$ cat src/rtl/ptb_pkg.sv
package ptb_pkg;

  // Register select codes on each core's port
  typedef enum logic [1:0] {
    SEL_ENABLE  = 2'd0,
    SEL_PENDING = 2'd1,
    SEL_DELAY   = 2'd2,
    SEL_TICKS   = 2'd3
  } ptb_sel_e;

  localparam int unsigned SEL_W     = 2;
  localparam int unsigned MIN_DELTA = 2;

endpackage

$ cat src/rtl/ptb_tick_counter.sv
module ptb_tick_counter #(
  parameter int unsigned CNT_W = 32
) (
  input  logic             clk,
  input  logic             rst,
  output logic [CNT_W-1:0] ticks
);

  always_ff @(posedge clk) begin
    if (rst) ticks <= '0;
    else     ticks <= ticks + CNT_W'(1);
  end

  // one step per clock, modulo 2^CNT_W
  p_step_r1: assert property (@(posedge clk) disable iff (rst)
    !$past(rst) |-> ticks == CNT_W'($past(ticks) + CNT_W'(1)));

endmodule

$ cat src/rtl/ptb_read_port.sv
module ptb_read_port #(
  parameter int unsigned CNT_W = 32
) (
  input  logic                     clk,
  input  logic                     rst,
  input  logic [ptb_pkg::SEL_W-1:0] sel,
  input  logic                     enable_q,
  input  logic                     pending_q,
  input  logic [CNT_W-1:0]         remain_q,
  input  logic [CNT_W-1:0]         ticks,
  output logic [CNT_W-1:0]         rdata
);
  import ptb_pkg::*;

  logic [CNT_W-1:0] mux_d;

  always_comb begin
    unique case (ptb_sel_e'(sel))
      SEL_ENABLE:  mux_d = {{(CNT_W-1){1'b0}}, enable_q};
      SEL_PENDING: mux_d = {{(CNT_W-1){1'b0}}, pending_q};
      SEL_DELAY:   mux_d = remain_q;
      default:     mux_d = ticks;
    endcase
  end

  always_ff @(posedge clk) begin
    if (rst) rdata <= '0;
    else     rdata <= mux_d;
  end

endmodule

$ cat src/rtl/ptb_core_timer.sv
module ptb_core_timer #(
  parameter int unsigned CNT_W = 32
) (
  input  logic                      clk,
  input  logic                      rst,
  input  logic [ptb_pkg::SEL_W-1:0] sel,
  input  logic                      we,
  input  logic [CNT_W-1:0]          wdata,
  input  logic [CNT_W-1:0]          ticks,
  output logic [CNT_W-1:0]          rdata,
  output logic                      irq
);
  import ptb_pkg::*;

  localparam logic [CNT_W-1:0] FLOOR = CNT_W'(MIN_DELTA);
  localparam logic [CNT_W-1:0] ONE   = CNT_W'(1);

  logic             enable_q;
  logic             pending_q;
  logic [CNT_W-1:0] remain_q;

  logic             wr_enable, wr_pending, wr_delay;
  logic             expire;
  logic [CNT_W-1:0] delta_in;

  always_comb begin
    wr_enable  = we && (ptb_sel_e'(sel) == SEL_ENABLE);
    wr_pending = we && (ptb_sel_e'(sel) == SEL_PENDING);
    wr_delay   = we && (ptb_sel_e'(sel) == SEL_DELAY);
    delta_in   = (wdata < FLOOR) ? FLOOR : wdata;
    expire     = enable_q && (remain_q == ONE) && !wr_delay;
  end

  always_ff @(posedge clk) begin
    if (rst) begin
      enable_q <= 1'b0;
    end else if (wr_enable) begin
      enable_q <= wdata[0];
    end
  end

  always_ff @(posedge clk) begin
    if (rst) begin
      remain_q <= '0;
    end else if (wr_delay) begin
      remain_q <= delta_in;
    end else if (enable_q && remain_q != '0) begin
      remain_q <= remain_q - ONE;
    end
  end

  always_ff @(posedge clk) begin
    if (rst) begin
      pending_q <= 1'b0;
    end else if (expire) begin
      pending_q <= 1'b1;
    end else if (wr_pending && !wdata[0]) begin
      pending_q <= 1'b0;
    end
  end

  assign irq = pending_q;

  ptb_read_port #(.CNT_W(CNT_W)) u_rd (
    .clk       (clk),
    .rst       (rst),
    .sel       (sel),
    .enable_q  (enable_q),
    .pending_q (pending_q),
    .remain_q  (remain_q),
    .ticks     (ticks),
    .rdata     (rdata)
  );

  // last tick sets the flag, even against a clear on that edge
  p_fire_r3: assert property (@(posedge clk) disable iff (rst)
    (enable_q && remain_q == ONE && !wr_delay) |=> irq);

  // a freshly loaded countdown never starts below the floor
  p_floor_r4: assert property (@(posedge clk) disable iff (rst)
    wr_delay |=> remain_q >= FLOOR);

  // frozen countdown holds its value
  p_frozen_r5: assert property (@(posedge clk) disable iff (rst)
    (!enable_q && !wr_delay) |=> $stable(remain_q));

  // an exhausted countdown cannot raise a new event
  p_oneshot_r8: assert property (@(posedge clk) disable iff (rst)
    (remain_q == '0 && !irq) |=> !irq);

  // the flag holds until a clearing write
  p_hold_r9: assert property (@(posedge clk) disable iff (rst)
    (irq && !(wr_pending && !wdata[0])) |=> irq);

endmodule

$ cat src/rtl/ptimer_bank.sv
module ptimer_bank #(
  parameter int unsigned NUM_CORES = 4,
  parameter int unsigned CNT_W     = 32
) (
  input  logic                              clk,
  input  logic                              rst,
  input  logic [ptb_pkg::SEL_W*NUM_CORES-1:0] reg_addr,
  input  logic [NUM_CORES-1:0]              reg_we,
  input  logic [CNT_W*NUM_CORES-1:0]        reg_wdata,
  output logic [CNT_W*NUM_CORES-1:0]        reg_rdata,
  output logic [NUM_CORES-1:0]              irq
);
  import ptb_pkg::*;

  logic [CNT_W-1:0] ticks;

  ptb_tick_counter #(.CNT_W(CNT_W)) u_cnt (
    .clk   (clk),
    .rst   (rst),
    .ticks (ticks)
  );

  for (genvar c = 0; c < NUM_CORES; c++) begin : g_core
    ptb_core_timer #(.CNT_W(CNT_W)) u_tmr (
      .clk   (clk),
      .rst   (rst),
      .sel   (reg_addr[c*SEL_W +: SEL_W]),
      .we    (reg_we[c]),
      .wdata (reg_wdata[c*CNT_W +: CNT_W]),
      .ticks (ticks),
      .rdata (reg_rdata[c*CNT_W +: CNT_W]),
      .irq   (irq[c])
    );
  end

  // interrupts are quiet in the cycle after reset
  p_reset_quiet_r11: assert property (@(posedge clk)
    $past(rst) |-> irq == '0);

endmodule

$ cat config.mk
export PLATFORM = sky130hd
export DESIGN_NAME = ptimer_bank
export DESIGN_NICKNAME = d
export VERILOG_FILES = /design/src/rtl/ptb_pkg.sv /design/src/rtl/ptb_tick_counter.sv /design/src/rtl/ptb_read_port.sv /design/src/rtl/ptb_core_timer.sv /design/src/rtl/ptimer_bank.sv
export SDC_FILE = /design/constraint.sdc
export NUM_CORES = 1
export LEC_CHECK = 0
export ABC_AREA = 1
export BUFFER_PORTS_ARGS = -buffer_cell sky130_fd_sc_hd__clkbuf_2
export CORE_ASPECT_RATIO = 1.25
export CORE_MARGIN = 2
export CORE_UTILIZATION = 55
export CTS_CLUSTER_DIAMETER = 120
export DETAILED_ROUTE_END_ITERATION = 16
export GPL_TIMING_DRIVEN = 0
export PLACE_DENSITY = 0.79
export REMOVE_ABC_BUFFERS = 1
export SYNTH_ARGS = -nofsm -noshare
export SYNTH_HDL_FRONTEND = slang
export SYNTH_HIERARCHICAL = 1
export SYNTH_SLANG_ARGS = --single-unit
$ cat constraint.sdc
create_clock -name clk -period 3.9 [get_ports clk]
set_clock_uncertainty 0.05 [all_clocks]
set_input_delay 0.39 -clock clk [delete_from_list [all_inputs] [get_ports clk]]
set_output_delay 0.39 -clock clk [all_outputs]
set_load 0.05 [all_outputs]
==> impl_results.md <==
- Max FO, Critical Path: 42
- Overflow after GRT: 0
- Worst reg2reg startpoint: g_core[3].u_tmr/remain_q[0]
- Area delta synth->final: 13.9%
- Vias in the first global route: 17000
- CTS resizes: 0
- Setup bufs post-CTS: 0
- Antenna-violating nets left: 0
- Hpwl dp: 39.3 mm
- Area leader, netlist: dfxtp_1
- RSZ-0062 raised after global routing: false
- PortBufs: 273
- CP Cell Sequence: inv_1, ha_1, nand2_4, nor2_8, nand2_2, o21ai_4, nand2_4, inv_2, nand2_1, a21oi_1
- Most frequent cells in the layout: nand2_1, nor2_1, inv_1, dfxtp_1, clkbuf_2
- CP arrival: 2.93 ns
- Fin. Hold Viols: 0
- Min Hold Slack: 0.0494 ns
- CTS H-tree depth: 1
- Vias per inst: 5.48
- First-pass GRT wire length: 86.3 mm
- Clk buf depth: 3
- Clock slew at reported path FFs: 0.06 ns
- Max cap viols: 0
- Share of cells above drive strength 1: 23.0%
- Final net count: 3017
- Count of cell types in the netlist: 37
- Syn Inst Count: 2650
- Worst R2R End: g_core[3].u_tmr/remain_q[11]
- Power per Cell Area: 417 nW/um^2
- Final setup margin: 1.42 ns
- VDD IR-drop max: 0.351 mV
- DR pass1 iterations: 6
- # rows: 73
- Post-Place Cells: 3246
- Routability cong.: 0.962
- Die X: 164 um
- Clk root buf: clkbuf_16
- Largest net degree at the start of global routing: 95
- R2R setup slack: 1.42 ns
- TritonCTS Buffers: 30
- Sequential area share after synthesis: 33.7%
- Period utilization: 63.5%
- Critical Path RT: 4.35 ns
- Max Slew Vio Count: 0
- #FFs+latches synth: 296
- Crit-path slowest cell: inv_2
- GRT Total Usage: 32.1%
- Worst slew margin: 48.8%
- Fillers: 2998
- Final setup vio count: 0
- R2R depth: 10
- Max Clock Freq: 0.403 GHz
- Via count: 18100
- Final wirelength: 54.5 mm
- Area of the mapped netlist: 17600 sq um
- Post-synth top area share: 33.7%
- TritonCTS clock tree: built
- Slowest stage delay, CP: 0.37 ns
- Initial Util: 55.5%
- Hold_sp: reg_we[3]
- Hold WC Path Type: input pin to flop
- Avg Cell Area, Syn: 6.64 sq um
- Initial antenna violation count: 0
- IO Count: 274
- Clk sinks: 296
- YS warnings: 6
- Drt drc: 0
- DR WL/cell: 16.5 um
- Hold EP: g_core[3].u_tmr/enable_q
- Synth area leaders: dfxtp_1, nand2_1, nor2_1
- Clock period minus worst slack: 2.48 ns
- Kind of critical path: flop to flop
- DP Worst Slack: 1.24 ns
- Core ar.: 31700 sq um
- Startpoint Class: flop
- Status: finished, final reports clean
- Worst setup EP type: flop
- Die Area: 33400 sq um
- Hold depth: 3
- Ant diodes: 0
- P_leak: 8.76 nW
- Most common cell after layout, fill and taps aside: nand2_1
- Final Core Density: 63.2%
- Clk_lat worst skew: 0.58 ns
- Worst Tran Pin Value: 0.767 ns
- Initial DRC count: 1494
- Layout Cells excl Fill: 3302
- Post-CTS Hold Fix Bufs: 0
- Top cell by count, worst path: nand2_4
- Die Y: 204 um
-- through the flow --
stage	setup TNS, ns	power [mW]	instance area (sq um)
6_report	0	8.35	20000
5_1_grt	0	8.76	20000
4_1_cts	0	8.35	20000
3_5_place_dp	0	5.34	19000
3_3_place_gp	-460.71	5.28	18800
2_1_floorplan	0	4.78	17000
-- routing by layer --
metal | part of all wire (%) | global-route usage (%) | wire length (um) | vias to the layer above
li1 | - | - | - | 8893
met1 | 40 | 39.7 | 21600 | 8317
met2 | 48 | 55.0 | 26200 | 714
met3 | 6.8 | 3.23 | 3700 | 177
met4 | 5.4 | 16.7 | 2950 | 0
met5 | 0 | 0 | 0 | -
-- synth_stat cells --
master	count
o31ai_1	4
nor2_8	5
nor2_2	26
clkinv_2	4
nor4_1	4
o21bai_1	12
or2_1	1
dfxtp_1	296
nor2_1	414
o21ai_0	163
buf_2	40
and2_1	3
nand2_4	10
nor3b_1	2
a21oi_2	132
clkbuf_1	34
nand2_1	561
o21ai_4	4
buf_1	5
inv_1	301
xor2_1	6
nand2_2	120
nor2_4	16
nor3_1	5
nand3_1	187
xnor2_1	24
ha_1	9
o21a_1	2
buf_6	4
nand4_1	48
buf_12	12
and3_1	1
inv_2	5
o211ai_1	4
a21oi_1	170
o21ai_2	12
nand3b_1	4
-- area by class of cell --
type,instances,area [sq um],share of cell area (%)
inverters,310,1170,5.83
clock buffers,41,843,4.21
multi-input cells,1949,9880,49.3
well taps,412,515,2.57
flip-flops and latches,296,5930,29.6
clock inverters,15,181,0.906
repair buffers,279,1520,7.58
-- how the worst max path moves through the flow --
stage	start	endpoint	depth (start not counted)
after global routing	g_core[1].u_tmr/remain_q[0]	g_core[1].u_tmr/remain_q[31]	10
after detailed placement	reg_addr[0]	g_core[0].u_tmr/remain_q[25]	8
final	g_core[3].u_tmr/remain_q[0]	g_core[3].u_tmr/remain_q[11]	10
after global placement	rst	u_cnt/ticks[10]	3
after floorplan	reg_addr[0]	g_core[0].u_tmr/remain_q[12]	8
after CTS	g_core[1].u_tmr/remain_q[0]	g_core[1].u_tmr/remain_q[31]	10
-- cell families after synthesis --
group                    count (synthesis)  synth area share [%]
flip-flops                             296                  33.7
XOR/XNOR                                30                  1.49
adder cells (fa/ha/maj)                  9                 0.640
AO/OA/AOI/OAI                          503                  18.0
AND/OR/NAND/NOR                       1407                  36.0
buffers and inverters                  405                  10.2
-- worst max-delay path, delay by kind of cell, from the launching register on --
family / cells / cell delay (ns)
flops: 1 / 0.34
compound gates: 2 / 0.45
buf+inv: 2 / 0.51
fa+ha+maj: 1 / 0.27
simple gates: 5 / 0.75
-- registers in the layout (all words and copies together) (netlist names) --
name / count
g_core.u_tmr/remain_q: 128
g_core.u_tmr/u_rd/rdata: 128
u_cnt/ticks: 32
g_core.u_tmr/enable_q: 4
g_core.u_tmr/irq: 4
-- power breakdown --
group	switching [mW]	leakage (nW)	total (mW)	internal [mW]
registers	0.209	2.40	3.37	3.16
logic	1.30	5.85	1.94	0.634
clock network	1.27	0.508	3.04	1.78
Power figures use the tool's default switching activity.
